[config.mk]
export PLATFORM = sky130hd
export DESIGN_NAME = cfg_xbar
export DESIGN_NICKNAME = d
export VERILOG_FILES = /design/src/rtl/xbar_pkg.sv /design/src/rtl/xbar_cfg_ctrl.sv /design/src/rtl/xbar_out_mux.sv /design/src/rtl/cfg_xbar.sv
export SDC_FILE = /design/constraint.sdc
export NUM_CORES = 1
export LEC_CHECK = 0
export BUFFER_PORTS_ARGS = -buffer_cell sky130_fd_sc_hd__buf_2
export CORE_MARGIN = 1
export CORE_UTILIZATION = 30
export DETAILED_ROUTE_END_ITERATION = 8
export HOLD_SLACK_MARGIN = 0.1
export PLACE_DENSITY = 0.62
export RECOVER_POWER = 50
export SYNTH_ARGS = -nofsm -noshare
export SYNTH_HDL_FRONTEND = slang
export SYNTH_SLANG_ARGS = --single-unit
export TNS_END_PERCENT = 30
[constraint.sdc]
create_clock -name clk_i -period 2.25 [get_ports clk_i]
set_clock_uncertainty 0.05 [all_clocks]
set_input_delay 0 -clock clk_i [delete_from_list [all_inputs] [get_ports clk_i]]
set_output_delay 0 -clock clk_i [all_outputs]
set_load 0.03 [all_outputs]
[src/rtl/xbar_pkg.sv]
package xbar_pkg;

    localparam int unsigned OP_W = 3;

    typedef enum logic [OP_W-1:0] {
        OP_NOP     = 3'd0,
        OP_CONNECT = 3'd1,
        OP_RELEASE = 3'd2,
        OP_QUERY   = 3'd3,
        OP_BC_ON   = 3'd4,
        OP_BC_OFF  = 3'd5
    } xbar_op_e;

endpackage

[src/rtl/xbar_cfg_ctrl.sv]
module xbar_cfg_ctrl
    import xbar_pkg::*;
#(
    parameter int unsigned N_PORTS = 4,
    parameter int unsigned IDX_W   = (N_PORTS > 1) ? $clog2(N_PORTS) : 1
) (
    input  logic                           clk_i,
    input  logic                           rst_ni,
    input  logic                           instr_valid_i,
    input  logic [OP_W-1:0]                instr_op_i,
    input  logic [IDX_W-1:0]               instr_src_i,
    input  logic [IDX_W-1:0]               instr_dst_i,
    output logic [N_PORTS-1:0][IDX_W-1:0]  sel_o,
    output logic [N_PORTS-1:0]             link_o,
    output logic                           bcast_o,
    output logic [IDX_W-1:0]               bsrc_o,
    output logic                           rsp_valid_o,
    output logic                           rsp_ok_o,
    output logic                           rsp_linked_o,
    output logic [IDX_W-1:0]               rsp_src_o
);

    typedef struct packed {
        logic [N_PORTS-1:0][IDX_W-1:0] sel;
        logic [N_PORTS-1:0]            link;
        logic                          bcast;
        logic [IDX_W-1:0]              bsrc;
        logic                          rsp_valid;
        logic                          rsp_ok;
        logic                          rsp_linked;
        logic [IDX_W-1:0]              rsp_src;
    } ctrl_state_t;

    ctrl_state_t st_d, st_q;
    logic        src_busy;

    always_comb begin
        src_busy = 1'b0;
        for (int o = 0; o < N_PORTS; o++) begin
            if (st_q.link[o] && (st_q.sel[o] == instr_src_i)) begin
                src_busy = 1'b1;
            end
        end

        st_d            = st_q;
        st_d.rsp_valid  = instr_valid_i;
        st_d.rsp_ok     = 1'b0;
        st_d.rsp_linked = 1'b0;
        st_d.rsp_src    = '0;

        if (instr_valid_i) begin
            case (instr_op_i)
                OP_CONNECT: begin
                    if (!st_q.bcast && !st_q.link[instr_dst_i] && !src_busy) begin
                        st_d.rsp_ok             = 1'b1;
                        st_d.link[instr_dst_i] = 1'b1;
                        st_d.sel[instr_dst_i]  = instr_src_i;
                    end
                end
                OP_RELEASE: begin
                    if (!st_q.bcast) begin
                        st_d.rsp_ok             = 1'b1;
                        st_d.link[instr_dst_i] = 1'b0;
                    end
                end
                OP_QUERY: begin
                    st_d.rsp_ok = 1'b1;
                    if (st_q.bcast) begin
                        st_d.rsp_linked = 1'b1;
                        st_d.rsp_src    = st_q.bsrc;
                    end else if (st_q.link[instr_dst_i]) begin
                        st_d.rsp_linked = 1'b1;
                        st_d.rsp_src    = st_q.sel[instr_dst_i];
                    end
                end
                OP_BC_ON: begin
                    if (!st_q.bcast) begin
                        st_d.rsp_ok = 1'b1;
                        st_d.bcast  = 1'b1;
                        st_d.bsrc   = instr_src_i;
                        st_d.link   = '0;
                    end
                end
                OP_BC_OFF: begin
                    st_d.rsp_ok = 1'b1;
                    st_d.bcast  = 1'b0;
                    st_d.link   = '0;
                end
                default: st_d.rsp_ok = 1'b0;
            endcase
        end
    end

    always_ff @(posedge clk_i or negedge rst_ni) begin
        if (!rst_ni) begin
            st_q <= '0;
        end else begin
            st_q <= st_d;
        end
    end

    assign sel_o        = st_q.sel;
    assign link_o       = st_q.link;
    assign bcast_o      = st_q.bcast;
    assign bsrc_o       = st_q.bsrc;
    assign rsp_valid_o  = st_q.rsp_valid;
    assign rsp_ok_o     = st_q.rsp_ok;
    assign rsp_linked_o = st_q.rsp_linked;
    assign rsp_src_o    = st_q.rsp_src;

    // one response per instruction, one cycle later
    assert_rsp_after_instr_R7: assert property (@(posedge clk_i) disable iff (!rst_ni)
        instr_valid_i |=> rsp_valid_o);
    assert_no_spurious_rsp_R7: assert property (@(posedge clk_i) disable iff (!rst_ni)
        !instr_valid_i |=> !rsp_valid_o);

    // a rejection leaves the link table alone
    assert_reject_keeps_cfg_R4: assert property (@(posedge clk_i) disable iff (!rst_ni)
        (rsp_valid_o && !rsp_ok_o) |-> ((link_o == $past(link_o)) && (sel_o == $past(sel_o))));

    // a connect never disturbs links that already exist
    assert_connect_keeps_links_R5: assert property (@(posedge clk_i) disable iff (!rst_ni)
        (instr_valid_i && instr_op_i == OP_CONNECT)
        |=> ((link_o & $past(link_o)) == $past(link_o)));

    // while broadcasting, no individual link exists
    assert_bcast_no_links_R9: assert property (@(posedge clk_i) disable iff (!rst_ni)
        bcast_o |-> (link_o == '0));

    // broadcast stop leaves an empty crossbar
    assert_bcast_off_clears_R10: assert property (@(posedge clk_i) disable iff (!rst_ni)
        (instr_valid_i && instr_op_i == OP_BC_OFF) |=> (!bcast_o && link_o == '0));

    // no input feeds two linked outputs
    for (genvar i = 0; i < N_PORTS; i++) begin : g_uniq_a
        for (genvar j = i + 1; j < N_PORTS; j++) begin : g_uniq_b
            assert_src_unique_R3: assert property (@(posedge clk_i) disable iff (!rst_ni)
                !(link_o[i] && link_o[j] && (sel_o[i] == sel_o[j])));
        end
    end

endmodule

[src/rtl/xbar_out_mux.sv]
module xbar_out_mux #(
    parameter int unsigned N_PORTS = 4,
    parameter int unsigned DATA_W  = 8,
    parameter int unsigned IDX_W   = (N_PORTS > 1) ? $clog2(N_PORTS) : 1
) (
    input  logic [N_PORTS-1:0][DATA_W-1:0] din_i,
    input  logic [IDX_W-1:0]               sel_i,
    input  logic                           link_i,
    input  logic                           bcast_i,
    input  logic [IDX_W-1:0]               bsrc_i,
    output logic [DATA_W-1:0]              dout_o
);

    always_comb begin
        if (bcast_i) begin
            dout_o = din_i[bsrc_i];
        end else if (link_i) begin
            dout_o = din_i[sel_i];
        end else begin
            dout_o = '0;
        end
    end

endmodule

[src/rtl/cfg_xbar.sv]
module cfg_xbar
    import xbar_pkg::*;
#(
    parameter int unsigned N_PORTS = 4,
    parameter int unsigned DATA_W  = 8,
    parameter int unsigned IDX_W   = (N_PORTS > 1) ? $clog2(N_PORTS) : 1
) (
    input  logic                        clk_i,
    input  logic                        rst_ni,
    input  logic [N_PORTS*DATA_W-1:0]   din_i,
    output logic [N_PORTS*DATA_W-1:0]   dout_o,
    input  logic                        instr_valid_i,
    input  logic [OP_W-1:0]             instr_op_i,
    input  logic [IDX_W-1:0]            instr_src_i,
    input  logic [IDX_W-1:0]            instr_dst_i,
    output logic                        rsp_valid_o,
    output logic                        rsp_ok_o,
    output logic                        rsp_linked_o,
    output logic [IDX_W-1:0]            rsp_src_o
);

    logic [N_PORTS-1:0][DATA_W-1:0] din_arr;
    logic [N_PORTS-1:0][DATA_W-1:0] dout_arr;
    logic [N_PORTS-1:0][IDX_W-1:0]  sel;
    logic [N_PORTS-1:0]             link;
    logic                           bcast;
    logic [IDX_W-1:0]               bsrc;

    assign din_arr = din_i;
    assign dout_o  = dout_arr;

    xbar_cfg_ctrl #(
        .N_PORTS (N_PORTS),
        .IDX_W   (IDX_W)
    ) ctrl_i (
        .clk_i         (clk_i),
        .rst_ni        (rst_ni),
        .instr_valid_i (instr_valid_i),
        .instr_op_i    (instr_op_i),
        .instr_src_i   (instr_src_i),
        .instr_dst_i   (instr_dst_i),
        .sel_o         (sel),
        .link_o        (link),
        .bcast_o       (bcast),
        .bsrc_o        (bsrc),
        .rsp_valid_o   (rsp_valid_o),
        .rsp_ok_o      (rsp_ok_o),
        .rsp_linked_o  (rsp_linked_o),
        .rsp_src_o     (rsp_src_o)
    );

    for (genvar o = 0; o < N_PORTS; o++) begin : g_out
        xbar_out_mux #(
            .N_PORTS (N_PORTS),
            .DATA_W  (DATA_W),
            .IDX_W   (IDX_W)
        ) mux_i (
            .din_i   (din_arr),
            .sel_i   (sel[o]),
            .link_i  (link[o]),
            .bcast_i (bcast),
            .bsrc_i  (bsrc),
            .dout_o  (dout_arr[o])
        );

        // an idle output reads zero
        assert_idle_out_zero_R2: assert property (@(posedge clk_i) disable iff (!rst_ni)
            (!bcast && !link[o]) |-> (dout_arr[o] == '0));
    end

endmodule

== After elaboration in Yosys (flattened, before gate mapping) ==
Cells that the tools add are included.

* Word-level logic and storage cells: 95
* Register bits after elaboration: 20
* Input bits: 42
* Output and inout port bits: 37

* Reductions and logical operators: 18
* $lt $le $gt $ge: 7
* Muxes and demuxes: 43
* Equal/unequal tests: 12
* Bitwise operators: 4

{| class="wikitable"
|+ Operator list
! cell !! number
|-
| $mux 8 || 13
|-
| $bmux 8 s2 || 5
|-
| $lt 2x3->1 const B || 6
|-
| $pmux 4 s4 || 1
|-
| $mux 4 || 3
|-
| $mux 3 || 3
|-
| $bwmux 8 || 1
|-
| $eq 2x2->1 || 4
|-
| $mux 1 || 8
|-
| $logic_and 1x1->1 || 7
|-
| $mux 7 || 1
|-
| $eq 3x2->1 const B || 2
|-
| $eq 3x3->1 const B || 2
|-
| $reduce_and 3->1 || 2
|-
| $reduce_and 5->1 || 1
|-
| $and 4x4->4 || 1
|-
| $bmux 2 s2 || 1
|-
| $demux 2 s2 || 1
|-
| $mux 2 || 2
|-
| $ne 2x2->1 const B || 2
|-
| $not 4->4 || 1
|-
| $or 4x4->4 || 1
|-
| $reduce_bool 4->1 || 1
|-
| $reduce_or 2->1 || 2
|-
| 11 further kinds || 13
|}

== Logic depth before layout (Yosys ltp) ==
Gate-level depths: netlist of run 1.

* Depth in word-level cells: 11
* Depth in mapped cells: 6
* Mapped depth without buffers: 5

== Cells and area by module ==
From an unflattened synthesis of run 1, not the netlist that was laid out.

* Cell total of the unflattened synthesis: 292
* Area, all modules: 3,384.5 um^2

{| class="wikitable"
|+ By module, submodules not included
! module !! cells an instance !! area an instance (um^2) !! times used !! sequential area each (um^2)
|-
| xbar_out_mux || 48 || 563.0 || 4 || 0.0
|-
| xbar_cfg_ctrl || 100 || 1,132.3 || 1 || 500.5
|}

== Worst setup path after synthesis of run 1 ==
OpenSTA, ideal clock, no wires.

* Kind: flip-flop to flip-flop
* Start point: register ctrl_i.st_q, in the netlist ctrl_i.link_o[3]
* End point: register ctrl_i.st_q, in the netlist ctrl_i.sel_o[0]
* Library setup time: 0.125 ns
* Slack: 0.467 ns
* Cell stages (with the launch flop): 6
* Clock period less this slack: 1.783 ns
* Buffers on the path: 0
* Data required time: 2.075 ns
* Arrival: 1.608 ns
* Cells stage by stage: dfrtp_1 > mux4_2 > nor2_4 > nand3_1 > nor3_2 > mux2_2

* Word-level cells in the longest chain between the ends: 6
* Elaborated cells between the ends (all ways): 9
* Classes of those cells: mux: 3; reduce/logical: 6

{| class="wikitable"
|+ Ends and longest elaborated chain
! item !! RTL line !! RTL
|-
| start, declared || xbar_cfg_ctrl.sv:34 || <nowiki>ctrl_state_t st_d, st_q;</nowiki>
|-
| start signal, assigned || xbar_cfg_ctrl.sv:98 || <nowiki>st_q <= st_d;</nowiki>
|-
| $bmux 1 s2 || xbar_cfg_ctrl.sv:54 || <nowiki>if (!st_q.bcast && !st_q.link[instr_dst_i] && !src_busy) begin</nowiki>
|-
| $mux 1 (implied by the code) || xbar_cfg_ctrl.sv:54 ||
|-
| $logic_not 1->1 || xbar_cfg_ctrl.sv:54 ||
|-
| $logic_and 1x1->1 || xbar_cfg_ctrl.sv:54 ||
|-
| $logic_and 1x1->1 (*) || xbar_cfg_ctrl.sv:54 ||
|-
| $reduce_and 3->1 (no line) (*) || n/a ||
|}

Mark *: on every way between the ends. The rest lies on a longest branch, timed or not. The select of a mux whose other input is x is not followed.
A chain may end at the register's enable or synchronous reset.

== Worst setup path after layout of run 1 ==
* Start point: input instr_valid_i
* End point: register ctrl_i.st_q, in the netlist ctrl_i.sel_o[1]

* Word-level cells in the longest chain between the ends: 1

{| class="wikitable"
|+ Ends and longest elaborated chain
! item !! RTL line !! RTL
|-
| start, declared || cfg_xbar.sv:12 || <nowiki>input logic instr_valid_i,</nowiki>
|-
| $reduce_and 3->1 (no line) || n/a ||
|}

Every way passes these cells.

==> summary.md, run 1 <==
| Metric | Value |
|---|---|
| Placed cells | `414` |
| Total gr overflow | `0` |
| Synth Cell Area | `around 2500 um^2` |
| Most common cell in the netlist | `mux4_2` |
| Crit Reg-Reg Endpoint | `ctrl_i.sel_o[1]` |
| Hold WS | `around 170 ps` |
| Global-route wire length before repair | `11870 um` |
| Cells after synthesis | `241` |
| Share of cells above drive strength 1 | `0.4259` |
| Synthesized area per cell | `10.25 um^2` |
| CP Buf/Inv Count | `2` |
| Final Max Slew Viols | `0` |
| Worst vdd ir | `0.3358 mV` |
| Ant diodes | `0` |
| Number of synthesized flops with an enable pin | `0` |
| Core area | `7848 um^2` |
| Cell row count | `32` |
| R2R Path Start | `ctrl_i.link_o[3]` |
| WHS Path Cells | `4` |
| Critical Path Start Type | `input port` |
| Initial core utilization | `0.3147` |
| Average wire per standard cell | `17.75 um` |
| Post-route DRC | `0` |
| Non-Filler Instances | `426` |
| Hold path endpoint | `ctrl_i.link_o[1]` |
| Worst rel slew slack | `0.2703` |
| Clock slew at reported path FFs | `80 ps` |
| Crit-path slowest cell | `dlygate4sd3_1` |
| Via-to-Cell Ratio | `between 5 and 6` |
| Worst hold path class | `input port to flop` |
| Hold Vio Cnt, Final | `0` |
| H-tree depth | `1` |
| Fill count | `808` |
| Multi-input gate area | `1748 um^2` |
| Vias | `2385` |
| Sequential cell area | `500.5 um^2` |
| Area grow syn2layout | `25.48%` |
| Yosys warning count | `0` |
| Most frequent cells after synthesis | `mux4_2 (41), inv_1 (32), o21ai_0 (32)` |
| Clk Latency, worst-skew pair | `270 ps` |
| Final #Nets | `367` |
| Vias in the first global route | `2333` |
| Unrepaired setup endpoints after global routing | `false` |
| Max-cap check violation count | `0` |
| FF-to-FF setup slack | `about 240 ps` |
| Tmin final | `2087 ps` |
| Die height | `roughly 90 um` |
| Fin util | `0.3949` |
| CP Class | `input port to flop` |
| Sequential area share after synthesis | `0.2026` |
| Die ar. | `between 8000 and 9000 um^2` |
| Post-synth top flop | `dfrtp_1` |
| Clk root buf | `clkbuf_8` |
| Min-delay src | `instr_dst_i[1]` |
| Yosys reg bits | `20` |
| Syn Nets | `283` |
| Reg2Reg Depth | `5` |
| Initial antenna violation count | `0` |
| Synth area leader | `mux4_2` |
| CTS tree | `built` |
| Post-DRT Antenna Nets | `0` |
| Final setup vio count | `0` |
| Crit path cell chain | `dlygate4sd3_1 > clkbuf_1 > nand2_1 > nor3_1 > nand3_1 > nor3_1 > mux2_2` |
| DR pass1 iterations | `4` |
| Arr. time, crit path | `2200 ps` |
| CTS buffer count | `3` |
| CP required | `approximately 2400 ps` |
| CTS Buffer Depth | `2` |
| Ports | `79` |
| Global Route Usage Sum | `0.1768` |
| Final WL | `7562 um` |
| Largest net degree at the start of global routing | `21` |
| Delay-heaviest family, CP | `simple AND/OR/NAND/NOR gates` |
| Setup TNS | `0 ps` |
| Gpl congestion | `0.8490` |
| Most common cell on crit path | `nor3_1` |
| CTS sink count | `20` |
| Static leakage | `1.345 nW` |
| Crit-path max FO | `8` |
| Top post-synthesis cells by area | `mux4_2 (37%), dfrtp_1 (20%), o21ai_0 (6.5%)` |
| Final worst-path cycle share | `0.9276` |
| DR iter-0 viols | `222` |
| Crit. End Element | `flop` |
| Pwr per Cell Area | `821.6 nW/um^2` |
| Status | `finished clean` |
| Die Span X | `92.74 um` |
| Synth top area share | `0.3739` |
| Fmax | `between 400 and 500 MHz` |
| Port buffer count | `78` |
| Worst Tran Pin Value | `1095 ps` |
| FFs w/ async S/R, synth | `1.000` |
| Final HPWL DP | `5677 um` |
| Slowest Stage Delay on Critical Path | `530 ps` |
| Distinct cells, synth | `31` |
## where the power goes
group | internal (W) | leakage, nW | switching [W] | total (W)
clock network | 0.000238 | 0.0357 | 0.000133 | 0.000370
registers | 0.000426 | 0.260 | 0.000130 | 0.000556
logic | 0.000642 | 1.05 | 0.000977 | 0.00162
total | 0.00131 | 1.34 | 0.00124 | 0.00255
## logic make-up (layout without fill, tap and decap cells)
group / Yosys count / after routing / synth area share
mux: 53 / 53 / 0.4407
compound gates: 53 / 53 / 0.1190
flops: 20 / 20 / 0.2026
xor+xnor: 8 / 8 / 0.02837
simple gates: 58 / 58 / 0.1277
buf+inv: 49 / 132 / 0.08156
## per-layer routing
layer  vias to the layer above  share of wire  global-route usage
li1                       1083              -                   -
met5                         -              0                   0
met1                      1181           0.39              0.2240
met4                         0          0.011             0.03846
met2                       110           0.52              0.3185
met3                        11          0.082             0.02545
## through the flow
stage	setup slack [ps]	area [um^2]	power, W
floorplan	467.3	2470	0.001735
global placement	386.5	2978	0.002156
detailed placement	350.9	2978	0.002181
CTS	143.9	3129	0.002564
global route	10.87	3099	0.002695
finish	162.9	3099	0.002546
## registers in the layout (all words and copies together), names as in the netlist
name                 flops
ctrl_i.bcast_o           1
ctrl_i.bsrc_o            2
ctrl_i.link_o            4
ctrl_i.rsp_linked_o      1
ctrl_i.rsp_ok_o          1
ctrl_i.rsp_src_o         2
ctrl_i.rsp_valid_o       1
ctrl_i.sel_o             8
## timing repair
action,CTS,global route
setup buffers,0,0
resized for setup,0,0
hold buffers,8,0
hold endpoints to repair,30,0
## worst min-delay path, stage by stage
cell and delay [ps]:
buf_2 160, nor2b_1 120, nand4_1 100, a21oi_1 60
## final cells by class
cell class | count | share of cell area
clock buffers | 3 | 0.01332
multi-input cells | 172 | 0.5640
clock inverters | 1 | 0.009689
well taps | 102 | 0.04118
inverters | 33 | 0.03997
flip-flops and latches | 20 | 0.1615
repair buffers | 95 | 0.1704
## worst max path at each step
stage,from,end,slack [ps],cells past startpoint
6_report,instr_valid_i,ctrl_i.sel_o[1],160,7
2_1_floorplan,ctrl_i.link_o[3],ctrl_i.sel_o[0],470,5
3_5_place_dp,ctrl_i.link_o[3],ctrl_i.sel_o[1],350,5
5_1_grt,instr_valid_i,ctrl_i.sel_o[5],10,7
3_3_place_gp,ctrl_i.link_o[3],ctrl_i.sel_o[2],390,5
4_1_cts,ctrl_i.bsrc_o[0],dout_o[31],140,4
## cell usage in the layout, fill, tap and decap left out
master	instances
inv_1	32
o221ai_1	1
bufinv_16	1
nor2_4	1
clkinv_1	1
a21boi_0	2
nand2_1	21
nor2_1	7
nor3b_4	1
nor2b_1	3
o221a_2	1
nand3_1	9
a31oi_1	5
clkbuf_1	8
mux4_2	41
and2_1	2
o211ai_1	1
o21ai_0	32
mux2_2	10
and2b_1	1
mux4_1	2
dfrtp_1	20
a21oi_1	10
buf_2	70
xnor2_1	8
nor3_1	6
buf_4	9
nor4b_1	1
clkbuf_8	3
and2_0	1
o21ba_2	1
nand4_1	5
dlygate4sd3_1	8
No activity file was read; power rests on OpenSTA's default activity.
==> run 2: changes to the inputs <==
--- a/config.mk
+++ b/config.mk
@@ -10,9 +10,10 @@
 export CORE_UTILIZATION = 30
 export DETAILED_ROUTE_END_ITERATION = 8
 export HOLD_SLACK_MARGIN = 0.1
-export PLACE_DENSITY = 0.62
+export PLACE_DENSITY = 0.6
 export RECOVER_POWER = 50
 export SYNTH_ARGS = -nofsm -noshare
 export SYNTH_HDL_FRONTEND = slang
+export SYNTH_HIERARCHICAL = 1
 export SYNTH_SLANG_ARGS = --single-unit
 export TNS_END_PERCENT = 30
==> summary.md, run 2 <==
| Metric | Value |
|---|---|
| Status | `finished clean` |
| Int Pwr | `0.001459 W` |
| Largest net degree at the start of global routing | `34` |
| Vias in the first global route | `slightly below 3k` |
| Tmin final | `2145 ps` |
| DR iter-0 viols | `206` |
| Worst vdd ir | `0.2931 mV` |
| Worst Tran Pin Value | `approximately 1100 ps` |
| Synthesized area per cell | `11.59 um^2` |
| Global-route wire length before repair | `15730 um` |
| Synth area leader | `mux4_2` |
| Crit Reg-Reg Endpoint | `ctrl_i/sel_o[4]` |
| Gpl congestion | `0.9010` |
| Cells after synthesis | `roughly 290` |
| Critical Path Start Type | `flop` |
| Final setup vio count | `0` |
| CTS sink count | `20` |
| Fill count | `~1.1k` |
| Die ar. | `11710 um^2` |
| Synth top area share | `0.2196` |
| Max-cap check violation count | `0` |
| Worst hold path class | `input port to flop` |
| Most common cell in the netlist | `mux2i_1` |
| CP required | `2340 ps` |
| Yosys warning count | `6` |
| Reg2Reg Depth | `5` |
| Yosys reg bits | `20` |
| Post-route DRC | `0` |
| Synth Cell Area | `3384 um^2` |
| R2R Path Start | `ctrl_i/link_o[1]` |
| FFs w/ async S/R, synth | `1.000` |
| Port buffer count | `78` |
| Min-delay src | `instr_src_i[0]` |
| Arr. time, crit path | `2240 ps` |
| Crit. End Element | `flop` |
| Most common cell after layout, fill and taps aside | `buf_2` |
| Clk root buf | `clkbuf_16` |
| CP Class | `flop to flop` |
| Ant diodes | `0` |
| Share of cells above drive strength 1 | `0.4738` |
| Distinct cells, synth | `38` |
| CTS Buffer Depth | `2` |
| Top post-synthesis cells by area | `mux4_2 (22%), mux2i_1 (19%), dfrtp_1 (15%)` |
| Syn Nets | `approximately 330` |
| Post-CTS Setup Inserts | `0` |
| Pwr per Cell Area | `639.9 nW/um^2` |
| Final WL | `around 9800 um` |
| Final HPWL DP | `7178 um` |
| Post-synth top flop | `dfrtp_1` |
| Global Route Usage Sum | `0.1724` |
| Non-Filler Instances | `503` |
| Clock power share | `0.194` |
| Clk Latency, worst-skew pair | `~260 ps` |
| Clock slew at reported path FFs | `about 60 ps` |
| Via-to-Cell Ratio | `around 5.8` |
| Static leakage | `1.521 nW` |
| CTS tree | `built` |
| Hold Vio Cnt, Final | `0` |
| Ports | `79` |
| Placed cells | `between 400 and 500` |
| DR pass1 iterations | `4` |
| Sw power | `~0.0011 W` |
| Initial core utilization | `0.3095` |
| Sequential area share after synthesis | `0.1479` |
| Cell row count | `38` |
| Switching part of the total | `0.4257` |
| Combinational cell fraction of total power | `0.626` |
| Die Span X | `108.2 um` |
| CTS buffer count | `3` |
| Setup TNS | `0 ps` |
| Fmax | `466.3 MHz` |
| Initial antenna violation count | `0` |
| Sequential share of power | `0.181` |
| WHS Path Cells | `2` |
| Final worst-path cycle share | `0.9532` |
| Most frequent cells after synthesis | `mux2i_1 (64), nand2_1 (39), mux4_2 (33)` |
| Commonest non-fill, non-tap cells in the layout | `buf_2 (70), mux2i_1 (64), nand2_1 (39)` |
| Hold path endpoint | `ctrl_i/sel_o[2]` |
| Hold WS | `124.1 ps` |
| Final #Nets | `406` |
| Number of synthesized flops with an enable pin | `0` |
| Average wire per standard cell | `slightly below 20 um` |
| H-tree depth | `1` |
| Core area | `10940 um^2` |
| Total gr overflow | `0` |
| Crit-path max FO | `5` |
| FF-to-FF setup slack | `110 ps` |
| Post-DRT Antenna Nets | `0` |
| Unrepaired setup endpoints after global routing | `false` |
| Vias | `2894` |
| Max reg flops | `8` |
| Area grow syn2layout | `17.30%` |
| Final Max Slew Viols | `0` |
| Worst rel slew slack | `0.2573` |
| Die height | `approximately 110 um` |
==> run 2: changes by cell type after synthesis, sizes merged, moves of 5 or more <==
cell / previous run / this run
mux2i: 0 / 64
a31oi: 5 / 0
a21oi: 10 / 5
o221ai: 1 / 32
nand2: 21 / 39
inv: 32 / 3
buf: 10 / 19
nor3: 6 / 0
o21ai: 32 / 5
mux4: 43 / 35
nand3b: 0 / 6
==> run 2: worst max-delay path, cell delays in order, from the launching register on <==
cell     delay [ps]
dfrtp_1         430
mux4_2          520
nor2_2          140
nand3_2         150
or3_4           440
mux2_4          300
==> run 2: power by group through the flow <==
stage | clock network (W) | registers (W) | logic, W
6_report | 0.000492 | 0.000459 | 0.00159
5_1_grt | 0.000512 | 0.000468 | 0.00170
4_1_cts | 0.000502 | 0.000459 | 0.00159
3_5_place_dp | 0 | 0.000465 | 0.00158
3_3_place_gp | 0 | 0.000462 | 0.00156
2_1_floorplan | 0 | 0.000461 | 0.00126
==> run 2: how the worst max path moves through the flow <==
stage                           startpoint               to  depth (start not counted)
final                     ctrl_i/link_o[1]  ctrl_i/sel_o[4]                          5
after global routing      ctrl_i/link_o[1]  ctrl_i/sel_o[7]                          5
after CTS                 ctrl_i/link_o[1]  ctrl_i/sel_o[0]                          5
after detailed placement  ctrl_i/link_o[1]  ctrl_i/sel_o[0]                          5
after global placement    ctrl_i/link_o[1]  ctrl_i/sel_o[1]                          5
after floorplan             ctrl_i/bcast_o  ctrl_i/sel_o[4]                          5
==> run 2: kinds of logic (layout without fill, tap and decap cells) <==
group,count (synthesis),in the layout,synth area share
muxes,109,109,0.4643
and+or+nand+nor,75,75,0.1205
AOI/OAI and AO/OA,48,48,0.1712
buffers and inverters,31,102,0.07283
DFF,20,20,0.1479
xor gates and xnor gates,9,9,0.02329
==> run 2: area by class of cell <==
class	instances	area, um^2	share of cell area
multi-input combinational	241	2646	0.6666
timing repair buffer	95	530.5	0.1336
clock buffer	3	75.07	0.01891
sequential	20	501.7	0.1264
clock inverter	1	30.03	0.007564
inverter	3	11.26	0.002836
tap	140	175.2	0.04412
==> run 2: per-layer routing <==
layer  GRT usage  share of wire  up-vias
met3     0.02049          0.043       18
met1      0.2426           0.45     1481
met2      0.2739           0.48       72
li1            -              -     1323
met5           0              0        -
met4     0.05479          0.021        0
==> run 2: metrics by stage <==
stage | util | cell area (um^2) | power, W | setup slack [ps]
6_report | 0.3630 | 3970 | 0.002540 | 105.3
2_1_floorplan | - | 3385 | 0.001719 | 226.3
4_1_cts | 0.3634 | 3974 | 0.002556 | 140.4
3_3_place_gp | 0.3492 | 3819 | 0.002020 | 176.3
3_5_place_dp | 0.3492 | 3819 | 0.002048 | 149.4
5_1_grt | 0.3630 | 3970 | 0.002681 | 53.60
==> run 2: what timing repair did <==
item	in CTS	in global routing
gates resized for setup	0	1
hold buffers	5	0
hold endpoints to repair	26	0
endpoints found under the setup margin	0	2
